--- config.mk ---
export PLATFORM = sky130hd
export DESIGN_NAME = panel_pwr_seq
export DESIGN_NICKNAME = d
export VERILOG_FILES = /design/src/rtl/panel_pwr_seq.sv
export SDC_FILE = /design/constraint.sdc
export NUM_CORES = 1
export LEC_CHECK = 0
export BUFFER_PORTS_ARGS = -buffer_cell sky130_fd_sc_hd__buf_4
export CAP_MARGIN = 5
export CORE_AREA = 2 2 115 117
export CTS_CLUSTER_DIAMETER = 60
export DETAILED_ROUTE_END_ITERATION = 7
export DIE_AREA = 0 0 117 119
export GPL_TIMING_DRIVEN = 0
export PLACE_DENSITY_LB_ADDON = 0.2
export RECOVER_POWER = 50
export SKIP_LAST_GASP = 1
export SYNTH_ARGS = -nofsm -noshare
export SYNTH_HDL_FRONTEND = slang
export SYNTH_SLANG_ARGS = --single-unit
--- constraint.sdc ---
create_clock -name clk -period 2.2 [get_ports clk]
set_input_delay 0 -clock clk [delete_from_list [all_inputs] [get_ports clk]]
set_output_delay 0 -clock clk [all_outputs]
set_load 0.1 [all_outputs]
--- src/rtl/panel_pwr_seq.sv ---
module panel_pwr_seq #(
  parameter int CNT_W = 16
) (
  input  logic             clk,
  input  logic             rst_n,
  input  logic             pwr_on_req,
  input  logic             pwr_off_req,
  input  logic             frame_strobe,
  input  logic [CNT_W-1:0] cfg_settle,
  input  logic [CNT_W-1:0] cfg_lock,
  input  logic [CNT_W-1:0] cfg_bl_off,
  input  logic [CNT_W-1:0] cfg_frames,
  output logic             panel_pwr_en,
  output logic             ser_pd_n,
  output logic             video_en,
  output logic             force_black,
  output logic             backlight_en,
  output logic [1:0]       status
);

  typedef enum logic [3:0] {
    S_OFF, S_SETTLE, S_WAKE, S_BLACK_UP, S_VIDEO_UP,
    S_ON, S_BL_OFF, S_BLACK_DN, S_SLEEP, S_VID_OFF
  } st_t;

  st_t st, st_nx;
  logic [CNT_W-1:0] cnt, cnt_nx, lock_q, frm_q;
  logic zero;

  assign zero = (cnt == '0);

  always_comb begin
    st_nx  = st;
    cnt_nx = cnt;
    case (st)
      S_OFF:
        if (pwr_on_req) begin st_nx = S_SETTLE; cnt_nx = cfg_settle; end
      S_SETTLE:
        if (pwr_off_req) st_nx = S_VID_OFF;
        else if (zero) st_nx = S_WAKE;
        else cnt_nx = cnt - 1'b1;
      S_WAKE:
        if (pwr_off_req) st_nx = S_VID_OFF;
        else begin st_nx = S_BLACK_UP; cnt_nx = lock_q; end
      S_BLACK_UP:
        if (pwr_off_req) begin st_nx = S_BLACK_DN; cnt_nx = cfg_frames; end
        else if (zero) st_nx = S_VIDEO_UP;
        else cnt_nx = cnt - 1'b1;
      S_VIDEO_UP:
        if (pwr_off_req) begin st_nx = S_BLACK_DN; cnt_nx = cfg_frames; end
        else st_nx = S_ON;
      S_ON:
        if (pwr_off_req) begin st_nx = S_BL_OFF; cnt_nx = cfg_bl_off; end
      S_BL_OFF:
        if (zero) begin st_nx = S_BLACK_DN; cnt_nx = frm_q; end
        else cnt_nx = cnt - 1'b1;
      S_BLACK_DN:
        if (frame_strobe) begin
          if (zero) st_nx = S_SLEEP;
          else cnt_nx = cnt - 1'b1;
        end
      S_SLEEP:   st_nx = S_VID_OFF;
      S_VID_OFF: st_nx = S_OFF;
      default:   st_nx = S_OFF;
    endcase
  end

  always_ff @(posedge clk) begin
    if (!rst_n) begin
      st     <= S_OFF;
      cnt    <= '0;
      lock_q <= '0;
      frm_q  <= '0;
    end else begin
      st  <= st_nx;
      cnt <= cnt_nx;
      if (st == S_OFF && pwr_on_req) lock_q <= cfg_lock;
      if (st == S_ON && pwr_off_req) frm_q <= cfg_frames;
    end
  end

  assign panel_pwr_en = (st != S_OFF);
  assign ser_pd_n     = st inside {S_WAKE, S_BLACK_UP, S_VIDEO_UP, S_ON, S_BL_OFF, S_BLACK_DN};
  assign video_en     = st inside {S_BLACK_UP, S_VIDEO_UP, S_ON, S_BL_OFF, S_BLACK_DN, S_SLEEP};
  assign force_black  = st inside {S_BLACK_UP, S_BLACK_DN, S_SLEEP};
  assign backlight_en = (st == S_ON);

  always_comb begin
    case (st)
      S_OFF:                                      status = 2'd0;
      S_SETTLE, S_WAKE, S_BLACK_UP, S_VIDEO_UP:   status = 2'd1;
      S_ON:                                       status = 2'd2;
      default:                                    status = 2'd3;
    endcase
  end

endmodule

==> results.cfg <==
[placement]
postPlaceCellArea_sq_um = 4130
dpl.hpwl_um = 9360
place_congestion = 0.896
pre_cts_slack_ns = -0.327
port_buffers = 74

[setup_path]
worstPathMaxFanout = 10
cp_top_family = simple AND/OR/NAND/NOR gates
crit_slowest_cell = or3b_1
critPathLaunchType = flip-flop
crit_buf_inv = 2
path_class = flip-flop to flip-flop
critical_path.cell_chain = clkbuf_4 > or3b_1 > a21oi_2 > clkbuf_2 > nand2_1 > and4_1 > a311oi_2
arrival_ns = 2.28
cp.required_ns = 2.41
slowest_delay_ns = 0.39
worstSetupEndpointType = flip-flop

[grt]
gr-total-overflow = 0
grt_start_max_net_pins = 18
gr-usage-all-layers_pct = 18.2
grt_pass1_wl_um = 19600
grt_pass1_vias = 3606
antenna_found_initial = 0

[route]
drtIter0Drc = 305
drcViolationCount = 0
viasPerCell = 5.10
wl_per_cell_um = 16.8
drtPass1Iterations = 5
drtAntennaViolNets = 0
finalWirelength_um = 12500
vias = 3803

[sta]
rsz0062_at_grt = no
fin_setup_tns_ns = 0
post-route-period-util_pct = 94.2
setup_violations = 0
worstMarginPinSlew_ns = 0.712
slew_headroom_pct = 52.6
hold_ws_ns = 0.00685
slew_viol_final = 0
final.min_clock_period_ns = 2.07
fmax_mhz = 482
finClkSkew_ns = 0.00302
finalHoldViolCount = 0
layout_setup_ws_ns = 0.127

[clock_network]
clk_latency_ns = 0.29
clock-root-buffer = clkbuf_16
numCtsBuffers = 5
clk_pin_slew_ns = 0.07
clkSinkCount = 52
h-tree-depth = 2
clk_path_buf_depth = 2
cts_tree = done

[run]
cap_violations = 0

[yosys]
ys_ff_latch = 52
synth_top_area_share_pct = 31.3
yosysMostFrequentCell = nand2_1
synth_fp_nets = 522
synth_area_sq_um = 3330
synthDistinctLibCells = 66
synth_cells = 451
yosys_warnings = 0
ys_seq_area_share_pct = 31.3
async_reset_ff_share_pct = 0
ys.flop_type = dfxtp_1
synth_edf_count = 0
synth_top_area_cell = dfxtp_1
synth_common_cells = nand2_1 (105), a21oi_1 (52), dfxtp_1 (52), clkbuf_1 (24), o21ai_0 (21)
syn_area_per_cell_sq_um = 7.38
synthTopCellsByArea = dfxtp_1 (31%), nand2_1 (12%), a21oi_1 (7.8%)

[worst_hold_path]
hold_path_class = input port to flip-flop

[final_layout]
drive_gt1_share_pct = 24.8
n_antenna_cell = 0
fillers = 1364
area_growth_pct = 41.8
regArea_sq_um = 1040
multi_input_area_sq_um = 2180
stdcell_area_sq_um = 4720
layout.nets = 639

[floorplan]
dieArea_sq_um = 13900
die_x_um = 117
initial_core_util_pct = 25.9
ioPinCount = 76
die_y_um = 119
coreArea_sq_um = 12900
rows = 42

[power]
p_leak_nw = 1.74
power_density_nw_per_um2 = 1250
power.total_w = 0.00591
peakVddDrop_mv = 0.445

[status]
status = finished clean
layout make-up:
type	count	area share (%)
Timing Repair Buffer	112	19.2
Sequential cell	52	22.1
Multi-Input combinational cell	354	46.2
Clock buffer	5	2.65
Tap cell	176	4.67
Clock inverter	3	0.504
Inverter	11	0.875
Buffer	32	3.76
final timing paths:
path	startpoint	endpoint	slack (ns)	depth (start not counted)
setup / recovery	st[1]	cnt[10]	0.13	7
setup reg to reg	st[1]	cnt[10]	0.13	7
hold reg to reg	lock_q[9]	lock_q[9]	0.45	2
hold / removal	rst_n	cnt[7]	0.007	3
cells in the final DEF, fill, tap and decap left out, drive strengths merged, types with 3 or more instances in the layout:
cell type      n
a222oi         4
o211ai         6
buf           81
a21o           4
and4           8
nor4           5
inv           10
a221o          4
a21oi         54
nor2          15
nand2b        11
dlygate4sd3   32
a221oi         7
nor3          13
and2           3
xnor2          5
nand2        106
a21boi         4
nand4         10
o21ai         24
clkbuf        36
xor2           3
o31a           3
nand3          7
and3           5
a311oi         5
dfxtp         52
o22ai          5
o31ai          6
stage by stage:
step	util, %	cells
global placement	32.1	701
global route	36.7	745
finish	36.7	745
floorplan	-	451
CTS	35.9	741
detailed placement	32.1	701
state kept, by name, indices dropped and copies added (netlist names):
register / flops
lock_q: 16
cnt: 16
frm_q: 16
st: 4
layer usage:
metal / routed length, um / track usage (%) / share of wire (%)
met1: 5660 / 25.4 / 45
met2: 6010 / 29.4 / 48
met3: 584 / 2.39 / 4.7
met4: 233 / 5.15 / 1.9
met5: 0 / 0 / 0
cells by family (layout without fill, tap and decap cells):
logic type / count (synthesis) / count (layout) / synth area share (%)
AO/OA/AOI/OAI: 144 / 144 / 29.6
XOR/XNOR: 8 / 8 / 2.10
adder cells (fa/ha/maj): 2 / 2 / 0.751
buffers and inverters: 46 / 163 / 6.24
flip-flops: 52 / 52 / 31.3
multiplexers: 2 / 2 / 0.639
AND/OR/NAND/NOR: 197 / 198 / 29.4
worst reg2reg max path: stages, from the launching register on:
cell,delay (ns)
dfxtp_2,0.37
clkbuf_4,0.20
or3b_1,0.39
a21oi_2,0.21
clkbuf_2,0.30
nand2_1,0.09
and4_1,0.24
a311oi_2,0.19
repair_timing:
item,in CTS,in global routing
hold endpoints to repair,32,0
pin swaps,0,5
endpoints found under the setup margin,24,38
hold buffers,32,0
gates cloned,0,1
gates resized for setup,6,31
setup buffers,1,5
where the power goes:
part | internal (W) | switching (W) | total [W]
combinational | 0.00139 | 0.00235 | 0.00374
sequential | 0.00114 | 0.000226 | 0.00137
clock | 0.000424 | 0.000375 | 0.000799
total | 0.00296 | 0.00295 | 0.00591
No activity file was read; power rests on OpenSTA's default activity.
